===== src/rtl/rtc_nibble_port.sv =====
module rtc_nibble_port #(
  parameter logic [3:0] RD_CMD     = 4'hC,
  parameter logic [3:0] WR_CMD     = 4'h3,
  parameter logic [7:0] READY_CODE = 8'h80,
  parameter int         NTIME      = 13
) (
  input  logic        clk,
  input  logic        rst_n,
  input  logic        bus_wr,
  input  logic        bus_rd,
  input  logic [1:0]  bus_addr,
  input  logic [3:0]  bus_wdata,
  output logic [7:0]  bus_rdata,
  input  logic [51:0] time_now,
  output logic [51:0] time_load,
  output logic        time_load_stb,
  output logic [11:0] ctrl_out
);
  typedef enum logic [1:0] {PH_CMD, PH_IDX, PH_DATA} phase_t;

  logic       sel_q, rd_op_q, wr_op_q, dirty_q, stb_q;
  phase_t     phase_q;
  logic [3:0] idx_q;
  logic [3:0] regs_q [16];

  wire sel_wr  = bus_wr && bus_addr == 2'd0;
  wire data_wr = bus_wr && bus_addr == 2'd1;
  wire data_rd = bus_rd && !bus_wr && bus_addr == 2'd1;
  wire start   = sel_wr && bus_wdata[0] && !sel_q;
  wire stop    = sel_wr && !bus_wdata[0] && sel_q;
  wire in_data = sel_q && phase_q == PH_DATA;
  wire rd_live = in_data && rd_op_q;

  always_comb begin
    bus_rdata = 8'h00;
    if (bus_rd) begin
      case (bus_addr)
        2'd1:    bus_rdata = rd_live ? {4'h0, regs_q[idx_q]} : 8'h00;
        2'd2:    bus_rdata = READY_CODE;
        default: bus_rdata = 8'h00;
      endcase
    end
  end

  always_ff @(posedge clk) begin
    if (!rst_n) begin
      sel_q   <= 1'b0;
      rd_op_q <= 1'b0;
      wr_op_q <= 1'b0;
      dirty_q <= 1'b0;
      stb_q   <= 1'b0;
      phase_q <= PH_CMD;
      idx_q   <= 4'h0;
      for (int k = 0; k < 16; k++) regs_q[k] <= 4'h0;
    end else begin
      stb_q <= 1'b0;
      if (start) begin
        sel_q   <= 1'b1;
        phase_q <= PH_CMD;
        rd_op_q <= 1'b0;
        wr_op_q <= 1'b0;
        dirty_q <= 1'b0;
        for (int k = 0; k < NTIME; k++) regs_q[k] <= time_now[4*k +: 4];
      end else if (stop) begin
        sel_q   <= 1'b0;
        stb_q   <= dirty_q;
        dirty_q <= 1'b0;
      end else if (data_wr && sel_q) begin
        case (phase_q)
          PH_CMD: begin
            rd_op_q <= bus_wdata == RD_CMD;
            wr_op_q <= bus_wdata == WR_CMD;
            phase_q <= PH_IDX;
          end
          PH_IDX: begin
            idx_q   <= bus_wdata;
            phase_q <= PH_DATA;
          end
          default: if (wr_op_q) begin
            regs_q[idx_q] <= bus_wdata;
            idx_q         <= idx_q + 4'd1;
            if (int'(idx_q) < NTIME) dirty_q <= 1'b1;
          end
        endcase
      end else if (data_rd && rd_live) begin
        idx_q <= idx_q + 4'd1;
      end
    end
  end

  for (genvar k = 0; k < NTIME; k++) begin : g_load
    assign time_load[4*k +: 4] = regs_q[k];
  end

  assign time_load_stb = stb_q;
  assign ctrl_out      = {regs_q[15], regs_q[14], regs_q[13]};
endmodule


===== config.mk =====
export PLATFORM = sky130hd
export DESIGN_NAME = rtc_nibble_port
export DESIGN_NICKNAME = d
export VERILOG_FILES = /design/src/rtl/rtc_nibble_port.sv
export SDC_FILE = /design/constraint.sdc
export NUM_CORES = 1
export LEC_CHECK = 0
export BUFFER_PORTS_ARGS = -buffer_cell sky130_fd_sc_hd__clkbuf_2
export CAP_MARGIN = 20
export CORE_ASPECT_RATIO = 1.1
export CORE_MARGIN = 3
export CORE_UTILIZATION = 52
export CTS_CLUSTER_SIZE = 40
export DETAILED_ROUTE_END_ITERATION = 6
export PLACE_DENSITY = 0.86
export SLEW_MARGIN = 20
export SYNTH_ARGS = -nofsm -noshare
export SYNTH_HDL_FRONTEND = slang
export SYNTH_SLANG_ARGS = --single-unit

===== constraint.sdc =====
create_clock -name clk -period 2.6 [get_ports clk]
set_clock_uncertainty 0.2 [all_clocks]
set_input_delay 0.52 -clock clk [delete_from_list [all_inputs] [get_ports clk]]
set_output_delay 0.52 -clock clk [all_outputs]
set_load 0.01 [all_outputs]

Yosys cells after proc, flatten, opt, wreduce, memory -nomap -nowiden. Memory sizes are Yosys's and may differ from the RTL's. A register that Yosys moved wholly into a read port is not among the register bits. Cells that the tools add are included.

Register bits after elaboration: 11. Bits in writable memories: 64. Output and inout bits: 73. Memories kept: 1.

Memory list: regs_q (depth 16, width 4, read ports 17, clocked after memory_dff 1, write ports 16, RTL line 24) `logic [3:0] regs_q [16];`.

Add/subtract/negate cells: 1. Magnitude comparators: 1. Eq/ne operators: 8. Muxes and demuxes: 39. Bitwise gates (word level): 17. Reduce and logical (&&, ||, !) cells: 29.

Operator list (count): 2-to-1 mux 4 bit (21); case mux 8 bit (2 select lines) (1); 2-to-1 mux 1 bit (14); bitwise OR 1 bit (13); logical AND 1 bit (12); 2-to-1 mux 8 bit (1); case mux 4 bit (2 select lines) (1); AND reduction 3 bit (2); nonzero test 2 bit (3); OR reduction 3 bit (2); AND reduction 5 bit (1); adder 4 x 1 -> 4 bit (second input constant) (1); == test 2 x 1 -> 1 bit (second input constant) (2); == test 2 bit (second input constant) (2); == test 4 x 2 -> 1 bit (second input constant) (1); == test 4 bit (second input constant) (1); logical NOT 2 bit (2); less-than comparator 4 bit (second input constant) (1); NOT 1 bit (4); case mux 2 bit (2 select lines) (1); AND reduction 4 bit (1); OR reduction 2 bit (2); OR reduction 4 bit (1); logical NOT 1 bit (3); 2 further kinds (2).

Longest topological paths before layout. Gate-level depths: netlist (run 1).

Depth in word-level cells: 10. Mapped depth: 9.

Worst setup path after synthesis (run 1). Ideal clock, no wire load.

Path kind: input to output. From: input port bus_addr[1]. To: output port bus_rdata[0]. Arrival time: 1.877 ns. Path slack: 0.003 ns. Stages on the path: 6. Buffers on the path: 0. Cells stage by stage: inv_1 > ha_1 > nand4_1 > or3b_1 > or2_2 > a211oi_1.

Word-level cells in the longest chain between the ends: 3. Elaborated cells between the ends (all ways): 4.

RTL lines: start, declared (RTL line 11) `input logic [1:0] bus_addr,`; == test 2 bit / == test 2 x 1 -> 1 bit (equally long branches) (RTL line 37) `case (bus_addr)`; case mux 8 bit (2 select lines) (*) (RTL line 37); 2-to-1 mux 8 bit (*) (RTL line 36) `if (bus_rd) begin`; end, declared (RTL line 13) `output logic [7:0] bus_rdata,`.

Mark *: on every way between the ends. The rest lies on a longest branch, timed or not.

==> metrics.md, run 1 <==
| Metric | Value |
|---|---|
| Status | `finished, violations left` |
| Violated checks | `setup timing` |
| Slew headroom | `59.0%` |
| Crit-path max FO | `8` |
| HP Class | `primary input to flip-flop` |
| TritonCTS Buffers | `9` |
| Setup ws final | `-123 ps` |
| Leading register cell type out of synthesis | `edfxtp_1` |
| Mapped cell area | `4300 sq um` |
| Largest net degree at the start of global routing | `41` |
| Die width | `92.7 um` |
| Fill cells | `537` |
| Detailed-route via count | `3723` |
| Detailed placement HPWL | `9170 um` |
| Vias per Instance | `6.24` |
| Share of cells above drive strength 1 | `44.6%` |
| Routed length per placed instance | `21.3 um` |
| Max-capacitance violation count | `0` |
| Critical Path RT | `1880 ps` |
| Power per Cell Area | `522 nW/um^2` |
| Post-synth EDFFs | `64` |
| WP data arrival | `2000 ps` |
| Synth warnings | `0` |
| Synth top area cells | `edfxtp_1 (45%), mux4_2 (8.4%), a22o_1 (8.1%)` |
| Peak supply drop | `0.327 mV` |
| Register bit count reported by yosys | `79` |
| Total routed wirelength | `12700 um` |
| Rows | `34` |
| Async SR Flop Fraction | `0%` |
| Setup WS pre-CTS | `-218 ps` |
| ANT nets after route | `0` |
| Starting Density | `54.0%` |
| IO Port Bufs | `131` |
| Residual DRC | `0` |
| Synth top area share | `44.7%` |
| Core Footprint | `7960 sq um` |
| Clock Latency Late Sink | `350 ps` |
| Global route total overflow | `0` |
| Initial antenna violation count | `0` |
| RSZ-0062 raised after global routing | `true` |
| Fin nets | `554` |
| Max H-tree Level | `3` |
| Chip Height | `101 um` |
| Yosys cell types | `51` |
| # diodes | `0` |
| Final Hold Violating Endpoints | `0` |
| Tot Pwr | `2.89 mW` |
| Clk sinks | `79` |
| Syn avg cell area | `12.8 sq um` |
| Cells after DPL | `578` |
| Critical path class | `flip-flop to output pin` |
| Vias in the first global route | `3544` |
| First-pass GRT wire length | `19100 um` |
| Longest Clk Path Bufs | `2` |
| Setup TNS | `-414 ps` |
| CTS tree | `built` |
| Worst-margin pin slew | `614 ps` |
| Io pins | `135` |
| GP Congestion | `0.897` |
| Detailed router's first-iteration violation count | `387` |
| Final setup violation count | `4` |
| Min Tclk post-route | `2720 ps` |
| Clock edge transition at the registers on the reported setup and hold paths | `90 ps` |
| Worst Setup Start Kind | `flip-flop` |
| Die Area | `9400 sq um` |
| Syn Inst Count | `337` |
| Area growth, synth to finish | `28.6%` |
| Final cycle utilization of the critical path | `105%` |
| Post-route insts no fill | `597` |
| Fmax | `367 MHz` |
| Global-route usage over all layers | `26.8%` |
| Root buf cell | `clkbuf_8` |
| Hold_ws | `261 ps` |
| Crit path capture type | `output pin` |
| Cell taking the most area after synthesis | `edfxtp_1` |
| Seq/Total Area, Yosys | `51.7%` |
| Leak | `2.35 nW` |
| Drt pass-1 iters | `5` |
| Slew Viols, Final | `0` |
==> kinds of logic (layout without fill, tap and decap cells) <==
group                    after synthesis  count (layout)  synth area share [%]
buffers and inverters                 43             193                  4.92
adder cells (fa/ha/maj)                8               8                  2.33
other                                  1               3                0.0872
AND/OR/NAND/NOR                       93              93                  13.0
multiplexers                          36              36                  13.0
flip-flops                            79              79                  51.7
XOR/XNOR                               1               1                 0.378
AO/OA/AOI/OAI                         76              76                  14.6
==> registers in the layout (all words and copies together), names as in the netlist, named ones only <==
register       count
dirty_q            1
idx_q              4
phase_q            2
rd_op_q            1
regs_q            64
sel_q              1
time_load_stb      1
wr_op_q            1
==> worst paths after layout <==
check	start	slack [ps]	depth (start not counted)	to
min reg2reg	dirty_q$_SDFFE_PP0P_	290	2	dirty_q$_SDFFE_PP0P_
max reg2reg	sel_q$_SDFFE_PN0P_	360	6	regs_q[6][2]$_DFFE_PP_
max	flip-flop	-120	6	bus_rdata[3]
min	time_now[6]	260	2	regs_q[1][2]$_DFFE_PP_
==> stage by stage <==
stage               util, %  instance area (sq um)
floorplan                 -                   4310
global placement       65.0                   5170
detailed placement     65.0                   5170
CTS                    69.2                   5500
global route           69.5                   5530
finish                 69.5                   5530
==> area by class of cell <==
| type | count | area (sq um) | share of cell area [%] |
|---|---|---|---|
| flip-flops and latches | 79 | 2220 | 40.2 |
| multi-input cells | 217 | 1940 | 35.1 |
| repair buffers | 163 | 931 | 16.8 |
| well taps | 108 | 135 | 2.44 |
| clock buffers | 9 | 124 | 2.24 |
| clock inverters | 7 | 119 | 2.15 |
| inverters | 14 | 55.1 | 0.996 |
==> cells in the mapped netlist (2+ instances only) <==
cell,count
buf_4,6
a22o_1,40
nand2_1,21
nor4_1,15
mux4_2,16
dfxtp_1,15
inv_1,13
mux2i_1,20
edfxtp_1,64
nor2_1,7
and2_1,3
and3_1,12
o21a_1,2
nand2b_1,11
o32ai_1,4
o31ai_1,3
a211oi_1,10
a21oi_1,4
clkbuf_1,14
a22oi_1,2
buf_6,3
buf_1,2
o211ai_1,2
nand3_1,3
ha_1,8
nor2b_1,8
nor3_1,2
buf_2,4
==> timing repair <==
item	CTS	global route
setup endpoints to repair	4	4
gates resized for setup	13	10
gates cloned	0	0
pin swaps	6	8
hold buffers	0	0
setup buffers	3	0
==> critical path: stages (launching register included) <==
cell and delay, ps:
dfxtp_2 330, buf_12 140, mux4_2 320, nor2b_1 180, a211oi_2 60, a211oi_1 400
clkbuf_2 220
==> power by group <==
| group | switching (mW) | total [mW] | internal, mW |
|---|---|---|---|
| combinational | 0.177 | 0.305 | 0.127 |
| sequential | 0.0394 | 1.47 | 1.43 |
| clock | 0.473 | 1.11 | 0.641 |
==> cells in the final DEF (no fill, tap or decap), drive strengths merged, types with 2 or more instances in the layout <==
cell    netlist  routed
nand4         2       2
and3         12      12
a22oi         2       2
a22o         40      40
nand3         4       4
mux2i        20      20
nor2b         8       8
o21a          2       2
nand2b       11      11
nor4b         2       2
o21ai         2       2
mux4         16      16
nor3          2       2
edfxtp       64      64
nor4         15      15
or2           2       2
ha            8       8
o32ai         4       4
inv          13      15
conb          1       3
nor2          7       7
clkbuf       14     136
and2          3       3
dfxtp        15      15
o211ai        2       2
clkinv        1       2
a21oi         4       4
o31ai         3       3
nand2        22      22
bufinv        0       3
a211oi       10      10
buf          15      36
==> per-layer routing <==
layer / vias to the layer above / wire length (um) / global-route usage, %
li1: 1622 / - / -
met1: 1810 / 4830 / 34.2
met2: 257 / 6470 / 46.6
met3: 34 / 1040 / 3.64
met4: 0 / 369 / 11.3
met5: - / 0 / 0
No activity file was read; power rests on OpenSTA's default activity.
==> run 2: changes to the inputs <==
- CORE_UTILIZATION: 52 -> 40
- PLACE_DENSITY: 0.86 -> 0.7
==> run 2 against run 1 <==
Combinational power increased by 2%. Sequential share of layout area shrank 2.1 points. The run still ends with setup timing left. First-iteration DRC count is 26% lower. Global-route usage fell by 5.6 points.
==> metrics.md, run 2 (synthesis gave the netlist of run 1 again) <==
| Metric | Value |
|---|---|
| Leak | `2.47 nW (+5.2%)` |
| Drt pass-1 iters | `6 (+1)` |
| Max H-tree Level | `3 (unchanged)` |
| Commonest non-fill, non-tap cell in the layout | `clkbuf_2` |
| Longest Clk Path Bufs | `2 (unchanged)` |
| Violated checks | `setup timing` |
| Chip Height | `115 um (+13%)` |
| ANT nets after route | `0 (unchanged)` |
| Die width | `105 um (+13%)` |
| Number of flip-flops under the largest register name | `64 (unchanged)` |
| Fill cells | `889 (+66%)` |
| # diodes | `0 (unchanged)` |
| Rows | `39 (+15%)` |
| Routed length per placed instance | `19.8 um (-6.7%)` |
| Crit-path max FO | `6 (-2)` |
| TritonCTS Buffers | `9 (unchanged)` |
| Final cycle utilization of the critical path | `104% (-0.33 points)` |
| Critical path class | `flip-flop to output pin` |
| Hold_sp | `time_now[26]` |
| Global route total overflow | `0 (unchanged)` |
| Slew Viols, Final | `0 (unchanged)` |
| Final setup violation count | `4 (unchanged)` |
| Vias in the first global route | `3673 (+3.6%)` |
| Initial antenna violation count | `0 (unchanged)` |
| Min Tclk post-route | `2710 ps (-8.48 ps)` |
| Status | `finished, violations left` |
| First-pass GRT wire length | `19600 um (+2.6%)` |
| Reg area | `2230 sq um (+0.11%)` |
| Final Hold Violating Endpoints | `0 (unchanged)` |
| HP Class | `primary input to flip-flop` |
| CTS tree | `built` |
| Detailed-route via count | `3657 (-1.8%)` |
| Share of cells above drive strength 1 | `48.1% (+3.5 points)` |
| GP Congestion | `0.864 (-3.7%)` |
| Clock Latency Late Sink | `340 ps (about the same)` |
| Final Util | `56.0% (-14 points)` |
| Slew headroom | `64.8% (+5.7 points)` |
| Clock edge transition at the registers on the reported setup and hold paths | `70 ps (-20 ps)` |
| RSZ-0062 raised after global routing | `true` |
| Detailed router's first-iteration violation count | `287 (-26%)` |
| Io pins | `135 (unchanged)` |
| Residual DRC | `0 (unchanged)` |
| Detailed placement HPWL | `9540 um (+4.0%)` |
| Setup ws final | `-114 ps (+8.48 ps)` |
| Largest net degree at the start of global routing | `41 (unchanged)` |
| Global-route usage over all layers | `21.3% (-5.6 points)` |
| Worst Setup Start Kind | `flip-flop` |
| Vias per Instance | `5.63 (-9.8%)` |
| Area of the multi-input gates | `2000 sq um (+3.0%)` |
| WP data arrival | `1990 ps (about the same)` |
| Tot Pwr | `3.04 mW (+5.3%)` |
| Crit path capture type | `output pin` |
| Most flop-heavy register | `regs_q` |
| Starting Density | `41.2% (-13 points)` |
| Root buf cell | `clkbuf_16` |
| Fin nets | `572 (+3.2%)` |
| Die Area | `12000 sq um (+28%)` |
| IO Port Bufs | `131 (unchanged)` |
| Fmax | `368 MHz (+0.31%)` |
| Peak supply drop | `0.299 mV (-8.5%)` |
| Largest regs | `regs_q: 64 flops, idx_q: 4 flops, phase_q: 2 flops` |
| Max-capacitance violation count | `0 (unchanged)` |
| Reg2reg start | `rd_op_q$_SDFFE_PP0P_` |
| Critical Path RT | `1880 ps (about the same)` |
| Core Footprint | `10400 sq um (+31%)` |
| Commonest non-fill, non-tap cells in the layout | `clkbuf_2 (127), edfxtp_1 (64), buf_4 (46)` |
| Power per Cell Area | `520 nW/um^2 (-0.41%)` |
| Total routed wirelength | `12900 um (+1.5%)` |
| Area growth, synth to finish | `36.0%` |
| Worst-margin pin slew | `529 ps (-85.7 ps)` |
| Clk sinks | `79 (unchanged)` |
-- run 2: changes by cell type in the layout (fill, tap and decap cells not counted), sizes merged --
cell and delta:
bufinv -2, buf +18, clkinv +1, inv -2
clkinvlp +3
-- run 2: final cells by class --
class | count | share of cell area (%)
clock inverters | 7 | 1.26
well taps | 143 | 3.06
clock buffers | 9 | 3.85
repair buffers | 181 | 18.6
multi-input cells | 217 | 34.2
inverters | 14 | 0.942
flip-flops and latches | 79 | 38.1
-- run 2: where the power goes --
group / internal, mW / switching [mW]
clock: 0.743 / 0.518
sequential: 1.43 / 0.0393
combinational: 0.134 / 0.176
total: 2.31 / 0.734
-- run 2: worst max-delay path, stage by stage, from the launching register on --
cell and delay (ps):
dfxtp_4 380, buf_12 130, mux4_2 510, nor2b_4 150, a211oi_2 250, a211oi_2 70, buf_2 160
-- run 2: metal layers --
metal	wire length, um	vias to the layer above	track usage [%]
li1	-	1662	-
met1	5030	1812	25.9
met2	6510	154	35.9
met3	948	29	5.22
met4	404	0	10.1
met5	0	-	0
-- run 2: through the flow --
stage	hold slack [ps]	area, sq um	setup TNS (ps)	worst slack [ps]	std cells
2_1_floorplan	223	4310	0	3.37	339
3_3_place_gp	256	5290	-504	-171	622
3_5_place_dp	261	5290	-670	-226	622
4_1_cts	262	5770	-341	-92.7	649
5_1_grt	269	5850	-570	-151	650
6_report	270	5850	-374	-114	650
-- run 2: final timing paths --
| check | to | slack [ps] | cells past startpoint |
|---|---|---|---|
| setup / recovery | bus_rdata[0] | -110 | 6 |
| hold / removal | regs_q[6][2]$_DFFE_PP_ | 270 | 2 |
| setup reg to reg | idx_q[1]$_SDFFE_PN0P_ | 210 | 9 |
| hold reg to reg | wr_op_q$_SDFFE_PP0P_ | 300 | 2 |
-- run 2: timing repair --
action	4_1_cts	5_1_grt
hold buffers	0	0
endpoints found under the setup margin	4	10
cloned	1	0
buffers inserted	10	2
pin swaps	10	9
resized for setup	20	16
==> run 3: changes to the inputs <==
- CTS_BUF_LIST: unset -> sky130_fd_sc_hd__clkbuf_2
==> run 3 against run 2 <==
Clock-buffer cell count stayed put. Critical endpoint is now bus_rdata[2]. Clock power is 47% lower. Global-route usage is 0.78 points lower. The run still ends with setup timing left. Fmax is 6.3% lower. Sequential power hardly changed. Highest routed layer unchanged. Die area stayed put. First-iteration DRC count is 6.3% lower. Utilization is 3.2 points lower. Total power is 20% lower. Sequential share of layout area is 2.3 points higher. Combinational power is 2% lower. Via count is 1.9% lower.
==> metrics.md, run 3 (synthesis gave the netlist of run 1 again) <==
| Metric | Value |
|---|---|
| HP Class | `primary input to flip-flop` |
| Final Util | `52.8% (-3.2 points)` |
| Share of cells above drive strength 1 | `45.0% (-3.1 points)` |
| GP Congestion | `0.864 (unchanged)` |
| Global route total overflow | `0 (unchanged)` |
| Fmax | `345 MHz (-6.3%)` |
| Die Area | `12000 sq um (unchanged)` |
| Routed length per placed instance | `19.3 um (-2.7%)` |
| Detailed router's first-iteration violation count | `269 (-6.3%)` |
| Crit path capture type | `output pin` |
| Core Footprint | `10400 sq um (unchanged)` |
| Starting Density | `41.2% (unchanged)` |
| Detailed-route via count | `3588 (-1.9%)` |
| Fill cells | `930 (+4.6%)` |
| Residual DRC | `0 (unchanged)` |
| Largest net degree at the start of global routing | `41 (unchanged)` |
| Clock edge transition at the registers on the reported setup and hold paths | `230 ps (+160 ps)` |
| Reg area | `2230 sq um (about the same)` |
| Max H-tree Level | `3 (unchanged)` |
| Root buf cell | `clkbuf_2` |
| Total routed wirelength | `12400 um (-3.6%)` |
| Die width | `105 um (unchanged)` |
| Worst-margin pin slew | `511 ps (-17.7 ps)` |
| Commonest non-fill, non-tap cells in the layout | `clkbuf_2 (138), edfxtp_1 (64), a22o_1 (40)` |
| RSZ-0062 raised after global routing | `true` |
| Area of the multi-input gates | `1910 sq um (-4.6%)` |
| Setup WS pre-CTS | `-226 ps (unchanged)` |
| Clk sinks | `79 (unchanged)` |
| Critical Path RT | `1880 ps (about the same)` |
| Clock Latency Late Sink | `520 ps (+180 ps)` |
| Leak | `2.33 nW (-5.4%)` |
| Io pins | `135 (unchanged)` |
| Violated checks | `setup timing` |
| Min Tclk post-route | `2900 ps (+181 ps)` |
| First-pass GRT wire length | `19000 um (-3.0%)` |
| Slowest stage delay, CP | `530 ps (+20 ps)` |
| Initial antenna violation count | `1 (+1)` |
| Drt pass-1 iters | `5 (-1)` |
| Crit-path cells | `buf_12 -> buf_12 -> mux4_2 -> mux2i_1 -> a211oi_1 -> buf_2` |
| Critical path class | `flip-flop to output pin` |
| Setup TNS | `-1140 ps (-771 ps)` |
| Slew headroom | `65.9% (+1.1 points)` |
| Vias in the first global route | `3607 (-1.8%)` |
| Commonest non-fill, non-tap cell in the layout | `clkbuf_2` |
| Longest Clk Path Bufs | `2 (unchanged)` |
| CTS tree | `built` |
| Max-capacitance violation count | `0 (unchanged)` |
| Status | `finished, violations left` |
| Power per Cell Area | `443 nW/um^2 (-15%)` |
| Cells after DPL | `622 (unchanged)` |
| Rows | `39 (unchanged)` |
| Detailed placement HPWL | `9540 um (unchanged)` |
| Chip Height | `115 um (unchanged)` |
| IO Port Bufs | `131 (unchanged)` |
| CP Buf/Inv Count | `3 (+1)` |
| Max stage delay cell, worst path | `mux4_2` |
| Tot Pwr | `2.44 mW (-20%)` |
| Number of flip-flops under the largest register name | `64 (unchanged)` |
| Fin nets | `565 (-1.2%)` |
| Final cycle utilization of the critical path | `111% (+7.0 points)` |
| Peak supply drop | `0.212 mV (-29%)` |
| Finished Cell Area | `5510 sq um (-5.8%)` |
| Area growth, synth to finish | `28.1%` |
| Worst Setup Start Kind | `flip-flop` |
| Crit-path max FO | `8 (+2)` |
| Post-route insts no fill | `644 (-0.92%)` |
| Area after DPL | `5290 sq um (unchanged)` |
| Final Hold Violating Endpoints | `0 (unchanged)` |
| ANT nets after route | `0 (unchanged)` |
| Vias per Instance | `5.57 (-0.97%)` |
| Slew Viols, Final | `0 (unchanged)` |
| Setup ws final | `-296 ps (-181 ps)` |
| Most flop-heavy register | `regs_q` |
| WP data arrival | `2180 ps (+190 ps)` |
| TritonCTS Buffers | `9 (unchanged)` |
| Largest regs | `regs_q: 64 flops, idx_q: 4 flops, phase_q: 2 flops` |
| Top cell by count, worst path | `buf_12` |
| Hold_ws | `65.1 ps (-205 ps)` |
| Global-route usage over all layers | `20.5% (-0.78 points)` |
| Final setup violation count | `4 (unchanged)` |
| Delay-heaviest family, CP | `multiplexers` |
[run 3: changes by cell type in the layout (fill, tap and decap cells not counted), sizes merged]
| cell | change |
|---|---|
| buf | -11 |
| clkbuf | +2 |
| dlygate4sd3 | +2 |
| diode | +1 |
[run 3: cell type report]
type	instances	area share, %
Clock buffer	9	0.818
Sequential cell	79	40.4
Antenna cell	1	0.0454
Clock inverter	7	1.34
Multi-Input combinational cell	217	34.6
Timing Repair Buffer	174	18.5
Inverter	14	0.954
Tap cell	143	3.25
[run 3: metal layers]
metal	wire (um)	global-route usage [%]	vias up
li1	-	-	1644
met1	4950	25.9	1741
met2	6130	33.8	171
met3	939	4.66	32
met4	413	9.62	0
met5	0	0	-
[run 3: worst paths after layout]
| path | from | to | slack (ps) | depth (start not counted) |
|---|---|---|---|---|
| worst max-delay path | flip-flop | bus_rdata[2] | -300 | 6 |
| worst min-delay path | time_now[27] | regs_q[6][3]$_DFFE_PP_ | 70 | 2 |
| worst max register to register | sel_q$_SDFFE_PN0P_ | regs_q[9][1]$_DFFE_PP_ | 470 | 6 |
| worst min register to register | dirty_q$_SDFFE_PP0P_ | dirty_q$_SDFFE_PP0P_ | 290 | 2 |
[run 3: where the power goes]
part | internal [mW] | switching [mW] | total [mW]
clock network | 0.219 | 0.447 | 0.666
registers | 1.43 | 0.0390 | 1.47
logic | 0.132 | 0.173 | 0.305
total | 1.78 | 0.659 | 2.44
[run 3: worst register-to-register path: stages, from the launching register on]
cell      delay [ps]
dfxtp_2          380
buf_4            160
and3_1           270
o2111a_1         220
buf_4            180
and3_1           200
nand2b_1         230
[run 3: repair_timing]
action                                  in CTS  in global routing
gates resized for setup                      4                  9
pin swaps                                    3                  0
endpoints found under the setup margin       4                  4
endpoints found under the hold margin        0                  2
hold buffers                                 0                  2
setup buffers                                3                  0
